$ cat src/rtl/agen_pkg.sv
package agen_pkg;

  typedef enum logic [1:0] {
    ST_IDLE  = 2'd0,
    ST_ORIG  = 2'd1,
    ST_RECON = 2'd2
  } agenState_t;

  // strobes from control to datapath
  typedef struct packed {
    logic capture;   // latch addresses and length for the accepted request
    logic selRecon;  // present the reconstructed-frame command
  } agenStrobes_t;

endpackage

$ cat src/rtl/agen_ctrl.sv
module agen_ctrl
  import agen_pkg::*;
(
  input  logic         clk,
  input  logic         rstN,
  input  logic         cfgWrEn,
  input  logic         reqValid,
  input  logic         reqBoth,
  input  logic         sizeZero,
  input  logic         cmdReady,
  output logic         reqReady,
  output logic         cmdValid,
  output logic         errFlag,
  output agenStrobes_t strobes
);

  agenState_t state, stateNext;
  logic       bothQ;
  logic       accept;

  assign reqReady = (state == ST_IDLE) && !cfgWrEn;
  assign accept   = reqReady && reqValid;
  assign cmdValid = (state != ST_IDLE);

  assign strobes.capture  = accept && !sizeZero;
  assign strobes.selRecon = (state == ST_RECON);

  always_comb begin
    stateNext = state;
    unique case (state)
      ST_IDLE:  if (strobes.capture) stateNext = ST_ORIG;
      ST_ORIG:  if (cmdReady) stateNext = bothQ ? ST_RECON : ST_IDLE;
      ST_RECON: if (cmdReady) stateNext = ST_IDLE;
      default:  stateNext = ST_IDLE;
    endcase
  end

  always_ff @(posedge clk or negedge rstN) begin
    if (!rstN) begin
      state   <= ST_IDLE;
      bothQ   <= 1'b0;
      errFlag <= 1'b0;
    end else begin
      state   <= stateNext;
      errFlag <= accept && sizeZero;
      if (strobes.capture) bothQ <= reqBoth;
    end
  end

endmodule

$ cat src/rtl/agen_datapath.sv
module agen_datapath
  import agen_pkg::*;
#(
  parameter int GROUPS = 16,
  parameter int ADDR_W = 32,
  parameter int SIZE_W = 12,
  parameter int UNIT_W = 8,
  localparam int GID_W = (GROUPS > 1) ? $clog2(GROUPS) : 1
) (
  input  logic              clk,
  input  logic              rstN,
  input  logic              cfgWrEn,
  input  logic [GID_W-1:0]  cfgGroup,
  input  logic [ADDR_W-1:0] cfgOrigBase,
  input  logic [ADDR_W-1:0] cfgReconBase,
  input  logic [SIZE_W-1:0] cfgUnitSize,
  input  logic [GID_W-1:0]  reqGroup,
  input  logic [UNIT_W-1:0] reqUnit,
  input  agenStrobes_t      strobes,
  output logic              sizeZero,
  output logic [ADDR_W-1:0] cmdAddr,
  output logic [SIZE_W-1:0] cmdLen,
  output logic              cmdFrame
);

  localparam int PROD_W = UNIT_W + SIZE_W;

  logic [ADDR_W-1:0] origVec  [GROUPS];
  logic [ADDR_W-1:0] reconVec [GROUPS];
  logic [SIZE_W-1:0] sizeVec  [GROUPS];

  // one table entry per group
  for (genvar g = 0; g < GROUPS; g++) begin : gEntry
    logic [ADDR_W-1:0] origQ;
    logic [ADDR_W-1:0] reconQ;
    logic [SIZE_W-1:0] sizeQ;
    always_ff @(posedge clk or negedge rstN) begin
      if (!rstN) begin
        origQ  <= '0;
        reconQ <= '0;
        sizeQ  <= '0;
      end else if (cfgWrEn && (cfgGroup == GID_W'(g))) begin
        origQ  <= cfgOrigBase;
        reconQ <= cfgReconBase;
        sizeQ  <= cfgUnitSize;
      end
    end
    assign origVec[g]  = origQ;
    assign reconVec[g] = reconQ;
    assign sizeVec[g]  = sizeQ;
  end

  logic [SIZE_W-1:0] selSize;
  logic [PROD_W-1:0] unitOffset;
  logic [ADDR_W-1:0] offsetW;
  logic [ADDR_W-1:0] origAddrQ, reconAddrQ;
  logic [SIZE_W-1:0] lenQ;

  assign selSize    = sizeVec[reqGroup];
  assign sizeZero   = (selSize == '0);
  assign unitOffset = PROD_W'(reqUnit) * PROD_W'(selSize);
  assign offsetW    = ADDR_W'(unitOffset);

  always_ff @(posedge clk or negedge rstN) begin
    if (!rstN) begin
      origAddrQ  <= '0;
      reconAddrQ <= '0;
      lenQ       <= '0;
    end else if (strobes.capture) begin
      origAddrQ  <= origVec[reqGroup] + offsetW;
      reconAddrQ <= reconVec[reqGroup] + offsetW;
      lenQ       <= selSize;
    end
  end

  assign cmdAddr  = strobes.selRecon ? reconAddrQ : origAddrQ;
  assign cmdLen   = lenQ;
  assign cmdFrame = strobes.selRecon;

endmodule

$ cat src/rtl/unit_fetch_agen.sv
module unit_fetch_agen
  import agen_pkg::*;
#(
  parameter int GROUPS = 16,
  parameter int ADDR_W = 32,
  parameter int SIZE_W = 12,
  parameter int UNIT_W = 8,
  localparam int GID_W = (GROUPS > 1) ? $clog2(GROUPS) : 1
) (
  input  logic              clk,
  input  logic              rstN,
  input  logic              cfgWrEn,
  input  logic [GID_W-1:0]  cfgGroup,
  input  logic [ADDR_W-1:0] cfgOrigBase,
  input  logic [ADDR_W-1:0] cfgReconBase,
  input  logic [SIZE_W-1:0] cfgUnitSize,
  input  logic              reqValid,
  output logic              reqReady,
  input  logic [GID_W-1:0]  reqGroup,
  input  logic [UNIT_W-1:0] reqUnit,
  input  logic              reqBoth,
  output logic              cmdValid,
  input  logic              cmdReady,
  output logic [ADDR_W-1:0] cmdAddr,
  output logic [SIZE_W-1:0] cmdLen,
  output logic              cmdFrame,
  output logic              errFlag
);

  agenStrobes_t strobes;
  logic         sizeZero;

  agen_ctrl uCtrl (
    .clk      (clk),
    .rstN     (rstN),
    .cfgWrEn  (cfgWrEn),
    .reqValid (reqValid),
    .reqBoth  (reqBoth),
    .sizeZero (sizeZero),
    .cmdReady (cmdReady),
    .reqReady (reqReady),
    .cmdValid (cmdValid),
    .errFlag  (errFlag),
    .strobes  (strobes)
  );

  agen_datapath #(
    .GROUPS (GROUPS),
    .ADDR_W (ADDR_W),
    .SIZE_W (SIZE_W),
    .UNIT_W (UNIT_W)
  ) uDp (
    .clk          (clk),
    .rstN         (rstN),
    .cfgWrEn      (cfgWrEn),
    .cfgGroup     (cfgGroup),
    .cfgOrigBase  (cfgOrigBase),
    .cfgReconBase (cfgReconBase),
    .cfgUnitSize  (cfgUnitSize),
    .reqGroup     (reqGroup),
    .reqUnit      (reqUnit),
    .strobes      (strobes),
    .sizeZero     (sizeZero),
    .cmdAddr      (cmdAddr),
    .cmdLen       (cmdLen),
    .cmdFrame     (cmdFrame)
  );

endmodule

$ cat config.mk
export PLATFORM = sky130hd
export DESIGN_NAME = unit_fetch_agen
export DESIGN_NICKNAME = d
export VERILOG_FILES = /design/src/rtl/agen_pkg.sv /design/src/rtl/agen_ctrl.sv /design/src/rtl/agen_datapath.sv /design/src/rtl/unit_fetch_agen.sv
export SDC_FILE = /design/constraint.sdc
export NUM_CORES = 2
export LEC_CHECK = 0
export ABC_AREA = 0
export CAP_MARGIN = 30
export CORE_MARGIN = 2
export CORE_UTILIZATION = 40
export CTS_CLUSTER_SIZE = 14
export DETAILED_ROUTE_END_ITERATION = 12
export GPL_ROUTABILITY_DRIVEN = 0
export GPL_TIMING_DRIVEN = 0
export PLACE_DENSITY = 0.56
export REMOVE_ABC_BUFFERS = 1
export SLEW_MARGIN = 10
export SYNTH_ARGS = -nofsm -noshare
export SYNTH_HDL_FRONTEND = slang
export SYNTH_SLANG_ARGS = --single-unit
$ cat constraint.sdc
create_clock -name clk -period 14.9 [get_ports clk]
set_input_delay 3.725 -clock clk [delete_from_list [all_inputs] [get_ports clk]]
set_output_delay 3.725 -clock clk [all_outputs]
set_load 0.01 [all_outputs]
# Word level (Yosys, flattened, before mapping)
# Index checks and enable logic that the tools add are counted.
# W data, S select, Z words.
# word_totals
elab_cells	121
romBits	0
ram_bits	0
mem_count	0
ff_bits	1296
latch_bits	0
# op_classes
bitwise	1
mul	1
n_lt_le_gt_ge	1
shifts	0
n_reduce_logical	27
muxes	15
n_eq_ne	20
div_mod_pow	0
add_sub_neg	2
# ops
operator	n
$bmux W32 S4	2
$mux W32	5
$add A32 B20 Y32	2
$bmux W12 S4	1
$eq A4 B4 Y1 const B	8
$mux W12	2
$logic_and A1 B1 Y1	20
$mul A8 B12 Y20	1
$eq A4 B3 Y1 const B	4
$logic_not A12 Y1	1
$eq A4 B2 Y1 const B	2
$mux W2	4
$ne A2 B2 Y1 const B	3
$pmux W2 S3	1
$ge A5 B5 Y1 const B	1
$not A4 Y5	1
$eq A4 B1 Y1 const B	1
$logic_not A4 Y1	1
$reduce_and A3 Y1	1
$eq A2 B1 Y1 const B	1
$eq A2 B2 Y1 const B	1
$logic_not A1 Y1	2
$logic_not A2 Y1	1
$reduce_bool A2 Y1	1

# Depth between registers and ports, before layout
# logic_depth
depth_word	9
mapped_depth	32
depth_no_buf	29

# Cells and area by module
# Synthesis repeated with hierarchy kept, for this count alone.
# hier_totals
cells_unflattened	4205
hier_area_um2	63462.1
# modules_own_cells
module	cells_each	seq_area_each_um2	n_inst	area_per_inst_um2
agen_datapath	4190	32331.0	1	63264.4
agen_ctrl	15	100.1	1	197.7

# Worst setup path before layout
# No wires, ideal clock.
# synth_path
path_kind	input -> register
startpoint	input reqGroup[0]
endpoint	register uDp.origAddrQ[31]
stages	28
arrival_time_ns	10.827
required_ns	14.780
path_slack_ns	3.953
cell_sequence	buf_6 > buf_6 > buf_2 > mux4_2 > mux4_2 > and2_1 > fa_1 > inv_1 > fa_1 > inv_1 > fa_1 > inv_1 > fa_1 > inv_1 > ha_1 > o21ai_0 > o21a_1 > or4b_2 > o311ai_0 > or2_2 > inv_1 > ha_1 > a21o_1 > nor2b_1 > a21oi_1 > a31o_2 > or4b_1 > and3_1
# synth_between
elab_chain_cells	7
word_cells_on_any_way	12
classes_between	add/sub: 1; mul: 1; mux: 6; bitwise: 1; reduce/logical: 3
# synth_rtl
item	line	rtl
start: declaration	unit_fetch_agen.sv:19	input logic [GID_W-1:0] reqGroup,
$not A4 Y5 (not written as such) (*)	agen_datapath.sv:59, agen_datapath.sv:70	
parallel branches: the longest is 6 deep, another holds $add A32 B20 Y32	--	
end signal: assignment	agen_datapath.sv:70	origAddrQ <= origVec[reqGroup] + offsetW;
end: declaration	agen_datapath.sv:56	logic [ADDR_W-1:0] origAddrQ, reconAddrQ;
# Every way passes the cells marked *. The select of a mux whose other input is x is not followed.
# A chain may end at the register's enable or synchronous reset.

# Final worst setup path
# layout_path
startpoint	input reqGroup[0]
endpoint	register uDp.reconAddrQ[30]
# layout_between
elab_chain_cells	7
word_cells_on_any_way	12
classes_between	add/sub: 1; mul: 1; mux: 6; bitwise: 1; reduce/logical: 3
# layout_rtl
item	line	rtl
$not A4 Y5 (not written as such) (*)	agen_datapath.sv:59, agen_datapath.sv:71	
parallel branches: the longest is 6 deep, another holds $add A32 B20 Y32	--	
end signal: assignment	agen_datapath.sv:71	reconAddrQ <= reconVec[reqGroup] + offsetW;
end: declaration	agen_datapath.sv:56	
# Marks and branches as above.

==> out/metrics.cfg <==
[synth]
synth.mux.area_fraction_pct=35.9
async_flop_share_pct=100
netlist_area_sq_um=63400
synth.top_cell.area_share_pct=51.1
yosys-top-cells-count=dfrtp_1 (1296), mux2_2 (1267), mux4_2 (368)
synth_simple_gate_area_share_pct=3.06
synth-xor-area-share_pct=1.12
ys.flop_type=dfrtp_1
synth_warnings=0
synthAdderAreaFrac_pct=3.53
syn_area_per_cell_sq_um=15.0
yosysMostFrequentCell=dfrtp_1
synth_cell_type_count=74
yosys.area.top_type=dfrtp_1
ys_seq_elements=1296
ys_seq_area_share_pct=51.1
synth_top_family_by_area=multiplexers
synth_compound_area_share_pct=2.54
synthTopCellsByArea=dfrtp_1 (51%), mux2_2 (22%), mux4_2 (13%)
postSynthCellCount=4217
synth_edf_count=0

[route]
finalWirelength_microns=166000
vias=36000
drc=0
viasPerCell=5.58
firstDrtPassIters=5
drt_iter0_markers=2164
ant_nets=0
wire_per_inst_microns=25.6

[die]
rows=146
core_area_sq_um=158000
initial_utilization_pct=40.1
die_w_microns=402
die_area_sq_um=162000
die_height_microns=402
ios=146

[worst_setup_path]
r2r_cells=27
critPathSlowestCell=mux4_2
path_class=in -> reg
crit_fanout=60
setup.worst_path.start_class=primary input
required_ns=15.55
cp.arrival_ns=13.00
cp-end-kind=register
cp_slowest_stage_delay_ns=0.67
r2r_slack_ns=6.58

[timing]
tns_ns=0
setup_violations=0
skew_ns=0.0340
tightest_slew_ns=0.872
hold_viol=0
drv_slew=0
period_needed_ns=12.35
slew_headroom_pct=41.9
post-route-period-util_pct=82.9
rsz0062_at_grt=false
max_freq_mhz=81.0

[global_route]
use_met2_pct=33.8
overflow=0
grt_pass1_wl_microns=252000
antenna_found_initial=17
grt_pass1_vias=38100
grt_max_degree=156
grt_use_met3_pct=3.78
grt_busiest_layer=met2
grt_util_met1_pct=28.9
grt_usage_pct=20.8

[cells_and_area]
final_cell_area_sq_um=73300
synthToLayoutAreaGrowth_pct=15.6
finalNetCount=4519
final_core_util_pct=46.4
drive_gt1_share_pct=45.4

[clock_tree]
cts.path.max_buffers=3
cts_resized=0
htreeDepth=4
cts_setup_buffers=0
clock_latency_ns=0.77
clkTransAtPathRegs_ns=0.06
hold_buffers=0
cts_sinks=1296
cts_made_buffers=142
tritoncts=built
cts_root_buf=clkbuf_16

[power]
switchingPower_mw=5.29
p_total_mw=15.0
leakagePower_nw=31.2
ir_worst_vdd_mv=0.243
pwr-share-clk_pct=24.1
internal_power_mw=9.72
seqPwrFrac_pct=32.0
sw_frac_of_total_pct=35.3
p_comb_share_pct=43.8
power_density_nw_per_um2=205

[status]
status=completed

[placement]
placedInstanceArea_sq_um=68500
port_buffers=145
dpl.hpwl_microns=106000

[run]
drv_cap=0

[hold_path]
hp-class=reg -> reg
whs_path_depth=2

## flip-flops by register name, summed over array words and instances, names as in the netlist
name	flops
uDp.origAddrQ	32
uCtrl.errFlag	1
uDp.cmdLen	12
uCtrl.state	2
uDp.gEntry.reconQ	512
uDp.gEntry.sizeQ	192
uDp.reconAddrQ	32
uCtrl.bothQ	1
uDp.gEntry.origQ	512
## kinds of logic after synthesis
kind of cell	Yosys count
simple gates	377
compound gates	251
xor+xnor	76
fa+ha+maj	142
buf+inv	421
mux	1654
flops	1296
## placed cells by master (no fill, tap or decap), types with 10 or more instances in the layout
cell             instances
dfrtp_1               1296
mux2_2                1267
mux4_2                 368
clkbuf_16              150
clkdlybuf4s50_1        140
nand2_1                122
inv_1                   96
and2_1                  87
o21ai_0                 80
ha_1                    80
fa_1                    62
a21oi_1                 53
buf_16                  53
nor2_1                  40
xnor2_1                 39
clkbuf_1                36
buf_12                  36
xor2_1                  34
clkbuf_8                33
a21o_1                  21
mux2i_1                 19
nor2b_1                 19
clkinv_2                17
a211oi_1                16
nand2b_1                16
nand3_1                 15
and3_1                  13
buf_8                   13
nor3_1                  10
o21a_1                  10
## stage by stage
stage | cells | setup slack (ns) | hold WS (ns)
after floorplan | 3892 | 4.56 | 0.443
after detailed placement | 6207 | 1.75 | 0.464
after CTS | 6458 | 2.53 | 0.479
after global placement | 6109 | -50.74 | 0.456
after global routing | 6460 | 1.89 | 0.500
final | 6460 | 2.55 | 0.472
## metal layers
layer / up-vias / routed length, microns
met5: - / 104
met4: 16 / 3150
met2: 603 / 80500
met3: 215 / 6590
li1: 15700 / -
met1: 19500 / 75100
## final timing paths
check	endpoint	from
min in group asynchronous	uDp.gEntry[13].origQ[25]	rstN
max reg2reg	uDp.reconAddrQ[30]	uDp.gEntry[7].sizeQ[5]
max in group asynchronous	uDp.gEntry[1].origQ[5]	rstN
min reg2reg	uDp.reconAddrQ[9]	uDp.reconAddrQ[9]
max	uDp.reconAddrQ[30]	reqGroup[0]
min	uDp.reconAddrQ[9]	uDp.reconAddrQ[9]
## power by group through the flow
stage / combinational [mW] / clock, mW / sequential, mW
2_1_floorplan: 4.88 / 0 / 4.72
3_3_place_gp: 6.70 / 0 / 4.92
3_5_place_dp: 6.59 / 0 / 4.86
4_1_cts: 6.63 / 3.72 / 4.80
5_1_grt: 7.32 / 3.86 / 4.91
6_report: 6.58 / 3.62 / 4.81
## worst max-delay path: cells and delay by family
| kind | cells | cell delay (ns) |
|---|---|---|
| compound gates | 9 | 2.49 |
| simple gates | 4 | 0.79 |
| buf+inv | 7 | 1.35 |
| xor+xnor | 2 | 0.42 |
| mux | 2 | 1.26 |
| fa+ha+maj | 6 | 2.77 |
## layout make-up
class                           instances  area, sq um
Sequential cell                      1296        32400
Clock inverter                         32          425
Multi-Input combinational cell       2500        29400
Tap cell                             2072         2590
Timing Repair Buffer                  243         3790
Fill cell                           13800        84700
Inverter                               96          360
Clock buffer                          219         4340
Antenna cell                            2         5.00
Note: power is estimated with default switching activity, not from simulation.
